`config.mk`:
```
export PLATFORM = sky130hd
export DESIGN_NAME = ptr_regport
export DESIGN_NICKNAME = d
export VERILOG_FILES = /design/src/rtl/ptr_regport.sv
export SDC_FILE = /design/constraint.sdc
export NUM_CORES = 1
export LEC_CHECK = 0
export CORE_UTILIZATION = 43
export DETAILED_ROUTE_END_ITERATION = 6
export HOLD_SLACK_MARGIN = 0.15
export SYNTH_ARGS = -nofsm -noshare
export SYNTH_HDL_FRONTEND = slang
export SYNTH_SLANG_ARGS = --single-unit
```
`constraint.sdc`:
```
create_clock -name clk -period 2.91 [get_ports clk]
set_input_delay 0.4365 -clock clk [delete_from_list [all_inputs] [get_ports clk]]
set_output_delay 0.4365 -clock clk [all_outputs]
set_load 0.01 [all_outputs]
```
`src/rtl/ptr_regport.sv`:
```
module ptr_regport #(
  parameter int NREG = 16
) (
  input  logic        clk,
  input  logic        rst,
  input  logic        cs,
  input  logic        wr,
  input  logic [3:0]  be,
  input  logic [31:0] wdata,
  output logic [31:0] rdata
);
  localparam int IDXW = $clog2(NREG);

  logic                    armed;
  logic [IDXW-1:0]         idx;
  logic [NREG-1:0][7:0]    regs;

  wire       lane_ok = be[1];
  wire       take    = cs && (!wr || lane_ok);
  wire [7:0] wbyte   = wdata[15:8];

  initial begin
    size_chk: assert (NREG >= 2 && NREG == (1 << IDXW))
      else $error("NREG must be a power of two");
  end

  always_ff @(posedge clk) begin
    if (rst) begin
      armed <= 1'b0;
      idx   <= '0;
    end else if (take) begin
      if (armed) begin
        armed <= 1'b0;
        idx   <= '0;
      end else if (wr) begin
        armed <= 1'b1;
        idx   <= wdata[8 +: IDXW];
      end
    end
  end

  assign regs[0] = 8'h00;

  for (genvar i = 1; i < NREG; i++) begin : g_reg
    logic [7:0] q;
    always_ff @(posedge clk) begin
      if (rst)
        q <= 8'h00;
      else if (cs && wr && lane_ok && armed && idx == IDXW'(i))
        q <= wbyte;
    end
    assign regs[i] = q;
  end

  assign rdata = (cs && !wr && armed) ? {16'h0000, regs[idx], 8'h00} : 32'h0;


  armed_clears_chk: assert property (@(posedge clk) disable iff (rst)
    cs && armed && (!wr || lane_ok) |=> !armed);


  idle_read_stays_chk: assert property (@(posedge clk) disable iff (rst)
    cs && !wr && !armed |=> !armed);


  index_load_chk: assert property (@(posedge clk) disable iff (rst)
    cs && wr && lane_ok && !armed |=> armed && idx == $past(wdata[8 +: IDXW]));


  data_store_chk: assert property (@(posedge clk) disable iff (rst)
    cs && wr && lane_ok && armed && idx != '0 |=> regs[$past(idx)] == $past(wdata[15:8]));


  masked_write_chk: assert property (@(posedge clk) disable iff (rst)
    cs && wr && !lane_ok |=> $stable(armed) && $stable(idx) && $stable(regs));


  lane_zero_chk: assert property (@(posedge clk) disable iff (rst)
    rdata[31:16] == 16'h0 && rdata[7:0] == 8'h0);
endmodule

```
==> results.md <==
* Combinational Power Share at 5.0%
* Worst Tran Pin Value at 0.786 ns
* Overall Power at 0.00401 W
* Outcome: finished clean
* Internal cell power at 0.00312 W
* Pin count of the biggest net entering global routing at 81
* Post-synth EDFFs at 0
* Critical path class: reg2out
* Reg-to-Reg Start: armed
* DRT Wirelength at 14,500 um
* Unrepaired setup endpoints after global routing: false
* DR iter-0 viols at 191
* Cell Rows at 44
* Worst-skew pair later-pin latency at 0.42 ns
* Most frequent cell after synthesis: nand2b_1
* Vias per inst at 5.28
* Slowest-stage cell, CP: clkdlybuf4s50_1
* Total gr overflow at 0
* Fillcell total at 1,289
* Drt wl/cell at 18.6 um
* Layout cells sized above 1 at 19.2%
* Initial Utilization at 43.8%
* Critical path, cell by cell: buf_12, mux2_2, o22ai_1, o311ai_1, clkdlybuf4s50_1
* Slew margin rel. at 47.6%
* Maximum VDD drop at 418 uV
* CTS root buf: clkbuf_16
* # port buffers at 20
* Die width at 123 um
* Yosys warns at 0
* Chip height at 123 um
* Part of the power in registers at 42.9%
* Delay-heaviest family, CP: buffers and inverters
* Power per cell area at 557 nW/um2
* Endpoint class of the critical path: primary output
* Psw at 0.000887 W
* # hold bufs at CTS at 0
* Fmax achieved at 0.351 GHz
* DP HPWL at 9680 um
* Antenna-violating nets left at 0
* Final Max Tran Viols at 0
* Vias in the first global route at 4,085
* Sw frac at 22.1%
* Initial antenna violation count at 0
* Synth unique cells at 36
* Fraction of registers with async set/reset at 0%
* Register area at 2510 um2
* Setup Buffers After CTS at 0
* Final setup violation count at 0
* Nets at 622
* Hold Violations, Final at 0
* Skew final at 0.00596 ns
* CP Launch Point: idx[1]
* Drt drc at 0
* Die area at 15,200 um2
* Synthesized area at 6350 um2
* Tightest Hold Check Type: in2reg
* Max cap viols at 0
* Top cell type by total area after synthesis: dfxtp_1
* Yosys reg bits at 125
* Minimum clock period at 2.85 ns
* Startpoint type of the worst setup path: flop
* GPL Wtd Cong at 0.764
* Clock Power Share at 52.1%
* Syn_area_per_cell at 11.1 um2
* Clock buffer depth at 2
* CP max stage delay at 0.50 ns
* Top FF cell, synth: dfxtp_1
* Layout Utilization at 49.7%
* Final Cycle Share at 97.9%
* Cells after synthesis at 574
* CP Data Arrival Time at 2.41 ns
* First-pass GRT wire length at 22,800 um
* Start point of the worst hold path: rst
* IO Count at 72
* CTS tree: done
* Post-CTS resize count at 6
* Total CTS buffers at 17
* Multi-input logic area at 3510 um2
* Worst Path Required at 2.47 ns
* N_diodes at 0
* Pre-Repair DR Iteration Count at 5
* Post-synth top area share at 39.4%
* Static Leakage at 3.33 nW
* Max H-tree Level at 4
* Clock slew at the register clock pins of the worst setup and hold paths at 0.06 ns
* Clock Sinks at 125
* Total track usage at 20.7%
* Layout area overhead at 13.4%
* Synth top cells by count: nand2b_1, dfxtp_1, mux2i_1
* Crit-path max FO at 24
* Seq/Total Area, Yosys at 39.4%
* Detailed-route via count at 4,111
* Top post-synthesis cells by area: dfxtp_1, mux2i_1, nand2b_1
* Core area at 14,500 um2
* WP buf/inv at 2
-- cell families after synthesis --
| logic type | count (synthesis) | share of synthesized area (%) |
|---|---|---|
| AND/OR/NAND/NOR | 180 | 20.2 |
| multiplexers | 161 | 29.0 |
| flip-flops | 125 | 39.4 |
| buffers and inverters | 72 | 7.37 |
| AO/OA/AOI/OAI | 35 | 3.90 |
| other | 1 | 0.0591 |
-- worst reg2reg max path, stage by stage (launching register included) --
cell and delay [ns]:
dfxtp_1 0.32, buf_4 0.26, nor2b_1 0.50, buf_4 0.27
nand3_2 0.26, mux2i_1 0.20
-- layout by cell type (no fill, tap or decap), types with 2 or more instances in the layout --
cell	synthesis	final
conb_1	1	24
clkbuf_1	15	2
o311ai_2	0	4
buf_12	0	2
clkinvlp_4	0	2
clkdlybuf4s50_1	0	19
mux2i_1	121	121
a221oi_1	8	7
o311ai_1	8	4
nand4_4	6	6
o22ai_1	8	7
nand3_1	16	16
bufinv_16	0	3
nand2b_1	131	130
a21oi_1	5	5
nor2b_1	3	2
o21ai_0	5	5
buf_6	8	3
and2_1	2	2
buf_4	32	12
clkinv_2	0	7
nand3_4	4	4
dfxtp_2	0	2
and4b_1	2	2
nand4b_1	4	4
mux2_2	24	24
nand2_1	2	2
clkbuf_16	0	17
mux4_2	16	16
dfxtp_1	125	122
-- final cells by class --
type | instances | share of cell area, %
multi-input combinational | 400 | 48.8
sequential | 125 | 34.9
clock buffer | 19 | 6.01
timing repair buffer | 37 | 4.99
tap | 184 | 3.20
clock inverter | 13 | 2.07
inverter | 1 | 0.0521
-- state kept, by name (all words and copies together), names as in the netlist --
register / flops
idx: 4
armed: 1
g.q: 120
-- power by group through the flow --
stage          logic, W  registers [W]  clock network, W
3_3_place_gp   0.000193        0.00176                 0
6_report       0.000200        0.00172           0.00209
5_1_grt        0.000214        0.00172           0.00222
3_5_place_dp   0.000196        0.00176                 0
4_1_cts        0.000198        0.00172           0.00214
2_1_floorplan  0.000166        0.00175                 0
-- stage by stage --
step | setup slack [ns] | TNS (ns) | instances | hold slack (ns) | instance area (um2)
after floorplan | 1.00 | 0 | 597 | 0.445 | 6430
after global placement | -0.000709 | -0.000709 | 747 | 0.456 | 6550
after detailed placement | 0.0141 | 0 | 747 | 0.465 | 6550
after CTS | -0.000341 | -0.000341 | 779 | 0.451 | 7150
after global routing | 0.00146 | 0 | 779 | 0.476 | 7200
final | 0.0606 | 0 | 779 | 0.469 | 7200
-- worst paths after layout --
check	endpoint	slack, ns	cells after the start
setup reg to reg	g_reg[2].q[0]	0.94	5
setup / recovery	rdata[10]	0.06	5
hold reg to reg	g_reg[7].q[0]	0.47	2
hold / removal	idx[1]	0.47	2
-- metal layers --
layer | routed length [um] | global-route usage, % | part of all wire [%]
met5 | 0 | 0 | 0
met4 | 220 | 7.98 | 1.5
met3 | 509 | 5.30 | 3.5
met2 | 6980 | 33.3 | 48
met1 | 6780 | 26.5 | 47
No activity file was read; power rests on OpenSTA's default activity.
